[config.mk]
export PLATFORM = sky130hd
export DESIGN_NAME = spi_mode_master
export DESIGN_NICKNAME = d
export VERILOG_FILES = /design/src/rtl/spim_pkg.sv /design/src/rtl/spim_tick_gen.sv /design/src/rtl/spim_sequencer.sv /design/src/rtl/spim_shifter.sv /design/src/rtl/spi_mode_master.sv
export SDC_FILE = /design/constraint.sdc
export NUM_CORES = 1
export LEC_CHECK = 0
export CORE_ASPECT_RATIO = 0.6
export CORE_MARGIN = 2
export CORE_UTILIZATION = 48
export CTS_CLUSTER_SIZE = 8
export DETAILED_ROUTE_END_ITERATION = 10
export DONT_BUFFER_PORTS = 1
export PLACE_DENSITY_LB_ADDON = 0.05
export SETUP_SLACK_MARGIN = 0.5
export SYNTH_ARGS = -nofsm -noshare
export SYNTH_HDL_FRONTEND = slang
export SYNTH_HIERARCHICAL = 1
export SYNTH_SLANG_ARGS = --single-unit
[constraint.sdc]
create_clock -name clk -period 8.21 [get_ports clk]
set_input_delay 2.463 -clock clk [delete_from_list [all_inputs] [get_ports clk]]
set_output_delay 2.463 -clock clk [all_outputs]
set_load 0.01 [all_outputs]
[src/rtl/spim_pkg.sv]
package spim_pkg;

  typedef enum logic [1:0] {
    SEQ_IDLE  = 2'd0,
    SEQ_SHIFT = 2'd1,
    SEQ_TAIL  = 2'd2
  } spim_state_e;

  // Frame length from a size code: code+1, clamped into [min_bits, max_bits].
  function automatic int unsigned spim_frame_len(input int unsigned code,
                                                 input int unsigned min_bits,
                                                 input int unsigned max_bits);
    int unsigned n;
    n = code + 1;
    if (n < min_bits) n = min_bits;
    if (n > max_bits) n = max_bits;
    return n;
  endfunction

endpackage

[src/rtl/spim_tick_gen.sv]
module spim_tick_gen #(
  parameter int DIV_W = 8
) (
  input  logic             clk,
  input  logic             rst_n,
  input  logic             load_i,
  input  logic [DIV_W-1:0] div_i,
  input  logic             run_i,
  output logic             tick_o
);

  logic [DIV_W-1:0] div_q, div_d;
  logic [DIV_W-1:0] cnt_q, cnt_d;
  logic             at_end;

  assign at_end = (cnt_q == div_q);
  assign tick_o = run_i && at_end;

  always_comb begin
    div_d = div_q;
    if (load_i) div_d = div_i;
    if (!run_i || at_end) cnt_d = '0;
    else                  cnt_d = cnt_q + DIV_W'(1);
  end

  always_ff @(posedge clk or negedge rst_n) begin
    if (!rst_n) begin
      div_q <= '0;
      cnt_q <= '0;
    end else begin
      div_q <= div_d;
      cnt_q <= cnt_d;
    end
  end

  a_r7_cnt_in_window: assert property (@(posedge clk) disable iff (!rst_n)
    cnt_q <= div_q);

  a_r7_idle_counter_clear: assert property (@(posedge clk) disable iff (!rst_n)
    !run_i |=> (cnt_q == '0));

endmodule

[src/rtl/spim_sequencer.sv]
module spim_sequencer
  import spim_pkg::*;
#(
  parameter int DATA_W   = 16,
  parameter int CODE_W   = 4,
  parameter int MIN_BITS = 4,
  parameter int BIT_W    = $clog2(DATA_W + 1),
  parameter int EDGE_W   = $clog2(2 * DATA_W)
) (
  input  logic              clk,
  input  logic              rst_n,
  input  logic              start_i,
  input  logic              cpol_i,
  input  logic              cpha_i,
  input  logic [CODE_W-1:0] fsize_i,
  input  logic              tick_i,
  output logic              accept_o,
  output logic [BIT_W-1:0]  nbits_start_o,
  output logic [BIT_W-1:0]  nbits_o,
  output logic              launch_o,
  output logic              sample_o,
  output logic              finish_o,
  output logic              busy_o,
  output logic              cs_n_o,
  output logic              sck_o,
  output logic              done_o
);

  spim_state_e       state_q, state_d;
  logic [EDGE_W-1:0] idx_q, idx_d;
  logic [BIT_W-1:0]  nbits_q, nbits_d;
  logic              cpol_q, cpol_d;
  logic              cpha_q, cpha_d;
  logic              sck_q, sck_d;
  logic              cs_n_q, cs_n_d;
  logic              done_q, done_d;
  logic [BIT_W-1:0]  nbits_m1;
  logic [EDGE_W-1:0] last_idx;
  logic              edge_p;

  assign nbits_start_o = BIT_W'(spim_frame_len(32'(fsize_i), MIN_BITS, DATA_W));
  assign nbits_m1      = nbits_q - BIT_W'(1);
  // Edge indices run 0 .. 2N-1; the last one is odd.
  assign last_idx      = {nbits_m1[EDGE_W-2:0], 1'b1};

  assign accept_o = (state_q == SEQ_IDLE) && start_i;
  assign edge_p   = (state_q == SEQ_SHIFT) && tick_i;
  // Even index = leading edge. Phase 0 captures on leading, phase 1 on trailing.
  assign sample_o = edge_p && (idx_q[0] == cpha_q);
  assign launch_o = edge_p && (idx_q[0] != cpha_q);
  assign finish_o = (state_q == SEQ_TAIL) && tick_i;

  always_comb begin
    state_d = state_q;
    idx_d   = idx_q;
    nbits_d = nbits_q;
    cpol_d  = cpol_q;
    cpha_d  = cpha_q;
    sck_d   = sck_q;
    cs_n_d  = cs_n_q;
    done_d  = 1'b0;
    case (state_q)
      SEQ_IDLE: begin
        if (start_i) begin
          state_d = SEQ_SHIFT;
          idx_d   = '0;
          nbits_d = nbits_start_o;
          cpol_d  = cpol_i;
          cpha_d  = cpha_i;
          sck_d   = cpol_i;
          cs_n_d  = 1'b0;
        end
      end
      SEQ_SHIFT: begin
        if (tick_i) begin
          sck_d = ~sck_q;
          if (idx_q == last_idx) state_d = SEQ_TAIL;
          else                   idx_d   = idx_q + EDGE_W'(1);
        end
      end
      SEQ_TAIL: begin
        if (tick_i) begin
          state_d = SEQ_IDLE;
          cs_n_d  = 1'b1;
          done_d  = 1'b1;
        end
      end
      default: begin
        state_d = SEQ_IDLE;
        cs_n_d  = 1'b1;
      end
    endcase
  end

  always_ff @(posedge clk or negedge rst_n) begin
    if (!rst_n) begin
      state_q <= SEQ_IDLE;
      idx_q   <= '0;
      nbits_q <= BIT_W'(8);
      cpol_q  <= 1'b0;
      cpha_q  <= 1'b0;
      sck_q   <= 1'b0;
      cs_n_q  <= 1'b1;
      done_q  <= 1'b0;
    end else begin
      state_q <= state_d;
      idx_q   <= idx_d;
      nbits_q <= nbits_d;
      cpol_q  <= cpol_d;
      cpha_q  <= cpha_d;
      sck_q   <= sck_d;
      cs_n_q  <= cs_n_d;
      done_q  <= done_d;
    end
  end

  assign nbits_o = nbits_q;
  assign busy_o  = (state_q != SEQ_IDLE);
  assign cs_n_o  = cs_n_q;
  assign sck_o   = sck_q;
  assign done_o  = done_q;

  a_r3_idle_level: assert property (@(posedge clk) disable iff (!rst_n)
    (state_q == SEQ_IDLE) |-> (sck_q == cpol_q));

  a_r6_edge_index_bound: assert property (@(posedge clk) disable iff (!rst_n)
    (state_q == SEQ_SHIFT) |-> (idx_q <= last_idx));

  a_r8_config_held: assert property (@(posedge clk) disable iff (!rst_n)
    (state_q != SEQ_IDLE) && ($past(state_q) != SEQ_IDLE)
      |-> $stable(nbits_q) && $stable(cpol_q) && $stable(cpha_q));

  a_r9_done_single: assert property (@(posedge clk) disable iff (!rst_n)
    done_q |=> !done_q);

  a_r9_done_deselected: assert property (@(posedge clk) disable iff (!rst_n)
    done_q |-> cs_n_q && (state_q == SEQ_IDLE));

endmodule

[src/rtl/spim_shifter.sv]
module spim_shifter #(
  parameter int DATA_W = 16,
  parameter int BIT_W  = $clog2(DATA_W + 1)
) (
  input  logic              clk,
  input  logic              rst_n,
  input  logic              accept_i,
  input  logic              cpha_i,
  input  logic [BIT_W-1:0]  nbits_start_i,
  input  logic [BIT_W-1:0]  nbits_i,
  input  logic [DATA_W-1:0] tx_word_i,
  input  logic              launch_i,
  input  logic              sample_i,
  input  logic              finish_i,
  input  logic              miso_i,
  output logic              mosi_o,
  output logic [DATA_W-1:0] rx_word_o
);

  logic [DATA_W-1:0] tx_sr_q, tx_sr_d;
  logic [DATA_W-1:0] rx_sr_q, rx_sr_d;
  logic [DATA_W-1:0] rx_word_q, rx_word_d;
  logic              mosi_q, mosi_d;
  logic [BIT_W-1:0]  pad;
  logic [DATA_W-1:0] aligned;

  // Move bit N-1 of the transmit word to the top of the shift register.
  assign pad     = BIT_W'(DATA_W) - nbits_start_i;
  assign aligned = tx_word_i << pad;

  always_comb begin
    tx_sr_d   = tx_sr_q;
    rx_sr_d   = rx_sr_q;
    rx_word_d = rx_word_q;
    mosi_d    = mosi_q;
    if (accept_i) begin
      rx_sr_d = '0;
      if (!cpha_i) begin
        mosi_d  = aligned[DATA_W-1];
        tx_sr_d = aligned << 1;
      end else begin
        mosi_d  = 1'b0;
        tx_sr_d = aligned;
      end
    end else begin
      if (launch_i) begin
        mosi_d  = tx_sr_q[DATA_W-1];
        tx_sr_d = tx_sr_q << 1;
      end
      if (sample_i) rx_sr_d = {rx_sr_q[DATA_W-2:0], miso_i};
      if (finish_i) rx_word_d = rx_sr_q;
    end
  end

  always_ff @(posedge clk or negedge rst_n) begin
    if (!rst_n) begin
      tx_sr_q   <= '0;
      rx_sr_q   <= '0;
      rx_word_q <= '0;
      mosi_q    <= 1'b0;
    end else begin
      tx_sr_q   <= tx_sr_d;
      rx_sr_q   <= rx_sr_d;
      rx_word_q <= rx_word_d;
      mosi_q    <= mosi_d;
    end
  end

  assign mosi_o    = mosi_q;
  assign rx_word_o = rx_word_q;

  a_r2_rx_right_justified: assert property (@(posedge clk) disable iff (!rst_n)
    finish_i |-> ((rx_sr_q >> nbits_i) == '0));

  a_r2_rx_word_holds: assert property (@(posedge clk) disable iff (!rst_n)
    !$past(finish_i) && !finish_i |=> $stable(rx_word_q));

endmodule

[src/rtl/spi_mode_master.sv]
module spi_mode_master #(
  parameter int DATA_W   = 16,
  parameter int CODE_W   = 4,
  parameter int DIV_W    = 8,
  parameter int MIN_BITS = 4
) (
  input  logic              clk,
  input  logic              rst_n,
  input  logic              start_i,
  input  logic [DATA_W-1:0] tx_word_i,
  input  logic              cpol_i,
  input  logic              cpha_i,
  input  logic [CODE_W-1:0] fsize_i,
  input  logic [DIV_W-1:0]  div_i,
  input  logic              miso_i,
  output logic              busy_o,
  output logic              done_o,
  output logic [DATA_W-1:0] rx_word_o,
  output logic              sck_o,
  output logic              mosi_o,
  output logic              cs_n_o
);

  localparam int BIT_W  = $clog2(DATA_W + 1);
  localparam int EDGE_W = $clog2(2 * DATA_W);

  logic             accept;
  logic             tick;
  logic             launch;
  logic             sample;
  logic             finish;
  logic [BIT_W-1:0] nbits_start;
  logic [BIT_W-1:0] nbits;

  spim_tick_gen #(.DIV_W(DIV_W)) u_tick (
    .clk    (clk),
    .rst_n  (rst_n),
    .load_i (accept),
    .div_i  (div_i),
    .run_i  (busy_o),
    .tick_o (tick)
  );

  spim_sequencer #(
    .DATA_W   (DATA_W),
    .CODE_W   (CODE_W),
    .MIN_BITS (MIN_BITS),
    .BIT_W    (BIT_W),
    .EDGE_W   (EDGE_W)
  ) u_seq (
    .clk           (clk),
    .rst_n         (rst_n),
    .start_i       (start_i),
    .cpol_i        (cpol_i),
    .cpha_i        (cpha_i),
    .fsize_i       (fsize_i),
    .tick_i        (tick),
    .accept_o      (accept),
    .nbits_start_o (nbits_start),
    .nbits_o       (nbits),
    .launch_o      (launch),
    .sample_o      (sample),
    .finish_o      (finish),
    .busy_o        (busy_o),
    .cs_n_o        (cs_n_o),
    .sck_o         (sck_o),
    .done_o        (done_o)
  );

  spim_shifter #(
    .DATA_W (DATA_W),
    .BIT_W  (BIT_W)
  ) u_shift (
    .clk           (clk),
    .rst_n         (rst_n),
    .accept_i      (accept),
    .cpha_i        (cpha_i),
    .nbits_start_i (nbits_start),
    .nbits_i       (nbits),
    .tx_word_i     (tx_word_i),
    .launch_i      (launch),
    .sample_i      (sample),
    .finish_i      (finish),
    .miso_i        (miso_i),
    .mosi_o        (mosi_o),
    .rx_word_o     (rx_word_o)
  );

  a_r3_sck_quiet_deselected: assert property (@(posedge clk) disable iff (!rst_n)
    cs_n_o && $past(cs_n_o) |-> $stable(sck_o));

  a_r8_select_tracks_busy: assert property (@(posedge clk) disable iff (!rst_n)
    !cs_n_o |-> busy_o);

  a_r7_no_edge_without_tick: assert property (@(posedge clk) disable iff (!rst_n)
    !cs_n_o && $past(!cs_n_o) && !$stable(sck_o) |-> $past(tick));

endmodule

==> results of run 1 <==
## area by class of cell
cell class | instances | area (um^2)
fillers | 872 | 4670
multi-input cells | 324 | 2610
flip-flops and latches | 80 | 2000
clock buffers | 10 | 229
well taps | 135 | 169
inverters | 16 | 60.1
clock inverters | 6 | 58.8
repair buffers | 2 | 15.0
## final timing paths
kind                                         start                   to  slack [ns]  cells after the start
worst max register to register    u_seq/state_q[0]  u_shift/tx_sr_q[15]        4.48                      8
worst min register to register  u_shift/tx_sr_q[8]   u_shift/tx_sr_q[8]        0.50                      1
max in group asynchronous                    rst_n         u_seq/cs_n_o        6.18                      0
worst max-delay path                    fsize_i[0]  u_shift/tx_sr_q[12]        2.43                     11
min in group asynchronous                    rst_n       u_seq/idx_q[4]        1.83                      0
worst min-delay path            u_shift/tx_sr_q[8]   u_shift/tx_sr_q[8]        0.50                      1
## per-layer routing
| layer | vias to the layer above | global-route usage (%) | wire, um | part of all wire [%] |
|---|---|---|---|---|
| met3 | 5 | 6.11 | 614 | 5.9 |
| li1 | 1617 | - | - | - |
| met4 | 0 | 2.77 | 26 | 0.25 |
| met2 | 74 | 26.1 | 4070 | 39 |
| met1 | 1667 | 31.0 | 5640 | 54 |
| met5 | - | 0 | 0 | 0 |
## per-stage QoR
stage / setup slack [ns] / hold slack [ns] / util [%]
after global routing: 2.29 / 0.532 / 52.4
after CTS: 2.49 / 0.509 / 52.4
after floorplan: 2.95 / 0.466 / -
after global placement: 2.22 / 0.483 / 49.5
after detailed placement: 2.15 / 0.493 / 49.5
final: 2.43 / 0.504 / 52.4
## registers in the layout, indices dropped and copies added, names as in the netlist
register / cells
u_seq/sck_o: 1
u_seq/cs_n_o: 1
u_tick/div_q: 8
u_seq/done_o: 1
u_seq/idx_q: 5
u_shift/mosi_o: 1
u_seq/state_q: 2
u_shift/rx_word_o: 16
u_shift/rx_sr_q: 16
u_tick/cnt_q: 8
u_seq/nbits_o: 4
u_seq/cpha_q: 1
u_shift/tx_sr_q: 16
## power groups by stage
stage / clock network, W / registers (W) / logic [W]
4_1_cts: 0.000398 / 0.000562 / 0.000365
3_3_place_gp: 0 / 0.000566 / 0.000356
2_1_floorplan: 0 / 0.000544 / 0.000324
6_report: 0.000384 / 0.000561 / 0.000367
5_1_grt: 0.000413 / 0.000575 / 0.000405
3_5_place_dp: 0 / 0.000569 / 0.000362
## cells in the final DEF (no fill, tap or decap), drive strengths merged, types with 10 or more instances in the layout
cell type  instances
nand2             27
nand3             11
clkbuf            10
a21oi             12
xor2              14
o21ai             14
mux2i             43
inv               15
nor2              41
mux2              41
o22ai             12
dfrtp             78
## worst reg2reg max path: stages (launching register included)
cell	delay, ns
dfrtp_1	0.46
nand2b_4	0.19
nand2b_1	0.27
inv_2	0.71
clkinv_1	0.56
nor2_1	0.78
o21ai_0	0.30
o221ai_1	0.24
a22o_1	0.16
==> metrics, run 1 <==
die width=134 um; Synth Area per Inst=10.9 um^2; clk root buf=clkbuf_16; P_int=0.000903 W; clock-pin slew on the worst setup and hold paths=0.06 ns; Power Dens Cells=255 mW/mm^2; min Tclk post-route=5.78 ns; Comb power frac=28.0%; total congestion overflow=0; Post-DP HPWL=7.38 mm; hold_buf cts=0; register share of total power=42.7%; crit-path leading delay family=adder cells; Max Clock Freq=173 MHz; drt first pass iters=5; Final Max Slew Viols=0; HP Class=flip-flop to flip-flop; standard-cell rows=28; first-pass GRT wire length=16.7 mm; CP Capture Type=flip-flop; starting density of the core=49.2%; max_cap viols=0; cts repair resizes=0; routed len/inst=18.1 um; CP dominant cell by count=ha_1; CP max-delay cell=ha_1; Req. time, crit path=8.41 ns; drt drc=0; Buf+Inv Stages, Crit Path=2; Ports=55; Lkg Pwr=2.10 nW; RSZ-0062 raised after global routing=no; setup bufs post-CTS=0; Clk network pwr share=29.3%; Worst setup SP type=input port; vias per cell=5.87; Max stage delay on crit path=0.83 ns; antenna violations before repair=0; slew of the pin with the lowest slew margin=1.09 ns; nets@finish=472; synthesized cell area=0.00483 mm^2; Yosys Warn Count=6; vias in the first global route=3181; cells after synthesis=443; final setup vio count=0; Max Root-Sink Buffers=2; DRT iter0 DRCs=261; largest net degree at the start of global routing=81; Placed Area=0.00485 mm^2; worst-path maximum fanout=25; CTS tree=built; CTS Sinks=80; die outline height=81.7 um; share of cells above drive strength 1=20.3%; Power, Total=0.00131 W; switching power total=0.000409 W; worst skew pair latency=0.33 ns; Crit Path Class=input port to flip-flop; vias=3363; GPL Wtd Cong=0.890; syn_nets=482; switch share=31.2%; Clock Skew=0.00468 ns; core area=0.00981 mm^2; Peak VDD IR=0.118 mV; Global Route Usage Sum=19.6%; crit path cell chain=ha_1, or3_1, and3b_1, buf_4, inv_2, ha_1, mux2_2, mux4_2, o211a_1, a311o_1, a2bb2oi_1; Total Routed Length=10.4 mm; die area=0.0109 mm^2; Design Area, Final=0.00514 mm^2; setup_tns=0 ns; CTS buffer count=9; IO buf count=0; WP data arrival=5.98 ns; non-filler instance count after layout=573; post-route ant nets=0; final hold vios=0; n_diodes=0; status=completed; Slew HR=27.3%; Final period util=70.5%; area grow syn2layout=6.45%; H-tree Lvls=3; placed cells=557
No activity file was read; power rests on OpenSTA's default activity.
==> run 2, diff against run 1 <==
==> constraint.sdc (replaced) <==
create_clock -name clk -period 5.4 [get_ports clk]
set_input_delay 1.62 -clock clk [delete_from_list [all_inputs] [get_ports clk]]
set_output_delay 1.62 -clock clk [all_outputs]
set_load 0.01 [all_outputs]
==> metrics, run 2 (same netlist as run 1, synthesis figures left out) <==
drt first pass iters=4 (-1); worst-path maximum fanout=16 (-36%); fin util=53.0% (+0.62 points); cts repair resizes=0 (unchanged); Req. time, crit path=5.60 ns (-2.81 ns); Total Routed Length=10.6 mm (+2.1%); setup bufs post-CTS=0 (unchanged); IO buf count=0 (unchanged); first-pass GRT wire length=16.8 mm (+0.37%); post-route ant nets=0 (unchanged); clk root buf=clkbuf_16; clock-pin slew on the worst setup and hold paths=0.06 ns (about the same); core area=0.00981 mm^2 (unchanged); Slew HR=27.7% (+0.44 points); worst skew pair latency=0.33 ns (about the same); Max Root-Sink Buffers=2 (unchanged); Clock Skew=0.00495 ns (+0.000271 ns); vias per cell=5.85 (-0.33%); Lkg Pwr=2.13 nW (+1.0%); CTS buffer count=9 (unchanged); Final Max Slew Viols=0 (unchanged); max_cap viols=0 (unchanged); WP data arrival=4.77 ns (-1.21 ns); vias in the first global route=3189 (+0.25%); most common cell after layout, fill and taps aside=dfrtp_1; min Tclk post-route=4.58 ns; Power Dens Cells=391 mW/mm^2 (+53%); starting density of the core=49.2% (unchanged); Post-DP HPWL=7.65 mm (+3.6%); hold_buf cts=0 (unchanged); slew of the pin with the lowest slew margin=1.08 ns (-0.00653 ns); standard-cell rows=28 (unchanged); total congestion overflow=0 (unchanged); Ports=55 (unchanged); area grow syn2layout=7.72%; die width=134 um (unchanged); die outline height=81.7 um (unchanged); H-tree Lvls=3 (unchanged); Final period util=84.7%; Crit Path Class=input port to flip-flop; RSZ-0062 raised after global routing=no; Max Clock Freq=219 MHz; setup_tns=0 ns (unchanged); final setup vio count=0 (unchanged); final hold vios=0 (unchanged); share of cells above drive strength 1=21.6% (+1.3 points); Global Route Usage Sum=19.9% (+0.31 points); DRT iter0 DRCs=223 (-15%); commonest cells after routing, fill and taps aside=dfrtp_1 (78), mux2i_1 (43), nor2_1 (41), mux2_2 (41), nand2_1 (27); CTS Sinks=80 (unchanged); CP Capture Type=flip-flop; HP Class=flip-flop to flip-flop; drt drc=0 (unchanged); nets@finish=478 (+1.3%); CTS tree=built; Worst setup SP type=input port; n_diodes=0 (unchanged); die area=0.0109 mm^2 (unchanged); routed len/inst=18.2 um (+1.0%); fill cell count=879 (+0.80%); antenna violations before repair=0 (unchanged); GPL Wtd Cong=0.885 (-0.55%); largest net degree at the start of global routing=81 (unchanged); Peak VDD IR=0.184 mV (+56%); status=completed; vias=3387 (+0.71%)
## run 2: metal layers
layer | share of wire [%] | wire length (um) | GRT usage [%] | vias up
met5 | 0 | 0 | 0 | -
met4 | 0.55 | 58 | 4.36 | 0
met3 | 4.3 | 452 | 5.19 | 6
met2 | 38 | 4010 | 26.1 | 65
met1 | 57 | 6050 | 31.9 | 1686
li1 | - | - | - | 1630
## run 2: per-stage QoR
step	total power, W	area, um^2	setup slack (ns)	hold WS [ns]	instances
floorplan	0.00132	4830	0.979	0.466	443
global placement	0.00141	4900	0.611	0.484	563
detailed placement	0.00143	4900	0.519	0.485	563
CTS	0.00205	5200	0.867	0.500	579
global route	0.00216	5200	0.662	0.507	579
finish	0.00203	5200	0.825	0.493	579
## run 2: cell type report
type                    count  area (um^2)  share of cell area [%]
repair buffers              8         60.1                    1.15
clock buffers               9          225                    4.33
well taps                 135          169                    3.25
clock inverters             7         78.8                    1.51
inverters                  16         60.1                    1.15
multi-input cells         324         2610                    50.1
flip-flops and latches     80         2000                    38.5
## run 2: worst paths after layout
kind | slack [ns] | startpoint | to | depth (start not counted)
max | 0.82 | fsize_i[0] | u_shift/tx_sr_q[12] | 10
max reg2reg | 1.95 | u_tick/cnt_q[5] | u_shift/rx_sr_q[15] | 7
min | 0.49 | u_seq/cpha_q | u_seq/cpha_q | 2
min in group asynchronous | 0.98 | rst_n | u_seq/idx_q[4] | 0
min reg2reg | 0.49 | u_seq/cpha_q | u_seq/cpha_q | 2
max in group asynchronous | 4.23 | rst_n | u_seq/cs_n_o | 0
## run 2: report_power, final
part	total (W)	switching, W	internal, W
Clock	0.000610	0.000248	0.000362
Sequential	0.000856	0.000117	0.000739
Combinational	0.000569	0.000285	0.000284
## run 2: worst max-delay path, stage by stage
cell	delay [ns]
ha_1	0.22
or3_1	0.33
and3b_1	0.22
inv_2	0.18
ha_1	0.46
xor2_4	0.54
mux4_2	0.60
o211a_1	0.13
a311o_1	0.31
a2bb2oi_1	0.15
==> run 3, diff against run 2 <==
==> constraint.sdc (replaced) <==
create_clock -name clk -period 4.65 [get_ports clk]
set_input_delay 1.395 -clock clk [delete_from_list [all_inputs] [get_ports clk]]
set_output_delay 1.395 -clock clk [all_outputs]
set_load 0.01 [all_outputs]
==> metrics, run 3 (same netlist as run 1, synthesis figures left out) <==
status=completed; die area=0.0109 mm^2 (unchanged); most common cell after layout, fill and taps aside=dfrtp_1; vias=3446 (+1.7%); worst skew pair latency=0.33 ns (about the same); commonest cells after routing, fill and taps aside=dfrtp_1 (78), mux2i_1 (43), nor2_1 (41), mux2_2 (41), nand2_1 (27); GPL Wtd Cong=0.849 (-4.1%); Total Routed Length=10.6 mm (+0.54%); clock-pin slew on the worst setup and hold paths=0.06 ns (about the same); CP max-delay cell=mux4_2; HP Class=flip-flop to flip-flop; Worst setup SP type=input port; switch share=31.9% (about the same); standard-cell rows=28 (unchanged); setup_tns=0 ns (unchanged); vias per cell=5.92 (+1.2%); WP data arrival=4.16 ns (-0.61 ns); starting density of the core=49.2% (unchanged); Crit Path Class=input port to flip-flop; Buf+Inv Stages, Crit Path=2 (+1); CP Capture Type=flip-flop; first-pass GRT wire length=17.2 mm (+2.3%); Power Dens Cells=443 mW/mm^2 (+13%); Comb power frac=28.9% (+0.9 points); Global Route Usage Sum=20.3% (+0.47 points); drt drc=0 (unchanged); CTS buffer count=9 (unchanged); nets@finish=481 (+0.63%); Lkg Pwr=2.14 nW (+0.58%); antenna violations before repair=0 (unchanged); IO buf count=0 (unchanged); switching power total=0.000737 W (+13%); Max stage delay on crit path=0.52 ns (-0.08 ns); crit-path leading delay family=multiplexers; n_diodes=0 (unchanged); Max Clock Freq=254 MHz; Ports=55 (unchanged); Clock Skew=0.00613 ns (+0.00118 ns); pre-CTS setup slack=0.294 ns (-0.225 ns); core area=0.00981 mm^2 (unchanged); total congestion overflow=0 (unchanged); area grow syn2layout=7.72% (unchanged); final hold vios=0 (unchanged); CTS Sinks=80 (unchanged); drt first pass iters=5 (+1); die width=134 um (unchanged); clk root buf=clkbuf_16; Slew HR=43.3% (+16 points); worst setup margin=0.706 ns (-0.119 ns); max_cap viols=0 (unchanged); Peak VDD IR=0.196 mV (+6.5%); Req. time, crit path=4.86 ns (-0.74 ns); routed len/inst=18.2 um (about the same); final setup vio count=0 (unchanged); P_int=0.00157 W (+13%); min Tclk post-route=3.94 ns; vias in the first global route=3145 (-1.4%); Clk network pwr share=28.0% (-2.0 points); Post-DP HPWL=7.61 mm (-0.50%); die outline height=81.7 um (unchanged); RSZ-0062 raised after global routing=no; Final period util=84.8%; setup bufs post-CTS=0 (unchanged); Max Root-Sink Buffers=2 (unchanged); DRT iter0 DRCs=237 (+6.3%); share of cells above drive strength 1=22.1% (+0.53 points); cts repair resizes=0 (unchanged); slew of the pin with the lowest slew margin=0.843 ns (-0.237 ns); Final Max Slew Viols=0 (unchanged); post-route ant nets=0 (unchanged); CTS tree=built; fill cell count=890 (+1.3%); largest net degree at the start of global routing=81 (unchanged); worst-path maximum fanout=10 (-6); hold_buf cts=0 (unchanged); register share of total power=43.1% (+1.0 points); H-tree Lvls=3 (unchanged); crit path cell chain=ha_1, or3_1, and3b_1, inv_6, ha_2, buf_4, mux2i_1, mux4_2, o22a_1, a222oi_1
-- run 3: changes by cell type in the layout (fill, tap and decap cells not counted) --
cell and change:
buf_4 +3, bufinv_16 -1, clkbuf_1 +1, clkbuf_8 +1, clkinv_2 +3, clkinv_4 -1
clkinvlp_4 -2, ha_1 -1, ha_2 +1, inv_2 -1
-- run 3: cell type report --
type / instances / area (um^2) / share of cell area (%)
clock buffers: 11 / 243 / 4.66
flip-flops and latches: 80 / 2000 / 38.5
clock inverters: 5 / 31.3 / 0.601
repair buffers: 11 / 82.6 / 1.59
multi-input cells: 324 / 2610 / 50.1
inverters: 16 / 65.1 / 1.25
well taps: 135 / 169 / 3.25
-- run 3: metrics by stage --
stage / area, um^2 / util (%) / std cells / hold slack [ns] / total power (W)
2_1_floorplan: 4840 / - / 443 / 0.466 / 0.00153
3_3_place_gp: 4930 / 50.2 / 566 / 0.483 / 0.00165
3_5_place_dp: 4930 / 50.2 / 566 / 0.493 / 0.00166
4_1_cts: 5200 / 53.0 / 582 / 0.507 / 0.00232
5_1_grt: 5200 / 53.0 / 582 / 0.510 / 0.00244
6_report: 5200 / 53.0 / 582 / 0.501 / 0.00231
-- run 3: metal layers --
metal	global-route usage, %	vias up	wire length (um)
met5	0	-	0
met4	5.11	0	59
met3	6.48	6	775
met2	25.5	107	4080
met1	32.6	1708	5700
li1	-	1625	-
-- run 3: power by group through the flow --
stage | logic (W) | registers [W] | clock network, W
after floorplan | 0.000573 | 0.000961 | 0
after global placement | 0.000647 | 0.00100 | 0
after detailed placement | 0.000656 | 0.00101 | 0
after CTS | 0.000661 | 0.000994 | 0.000667
after global routing | 0.000734 | 0.00102 | 0.000693
final | 0.000667 | 0.000994 | 0.000646
-- run 3: path summary, 6_finish.rpt --
kind | startpoint | end | slack (ns) | depth (start not counted)
hold / removal | u_shift/tx_sr_q[0] | u_shift/tx_sr_q[0] | 0.50 | 1
setup reg to reg | u_tick/cnt_q[5] | u_shift/tx_sr_q[8] | 1.35 | 9
max in group asynchronous | rst_n | u_seq/cs_n_o | 3.70 | 0
min in group asynchronous | rst_n | u_shift/tx_sr_q[11] | 0.76 | 0
hold reg to reg | u_shift/tx_sr_q[0] | u_shift/tx_sr_q[0] | 0.50 | 1
setup / recovery | fsize_i[0] | u_shift/tx_sr_q[10] | 0.71 | 10
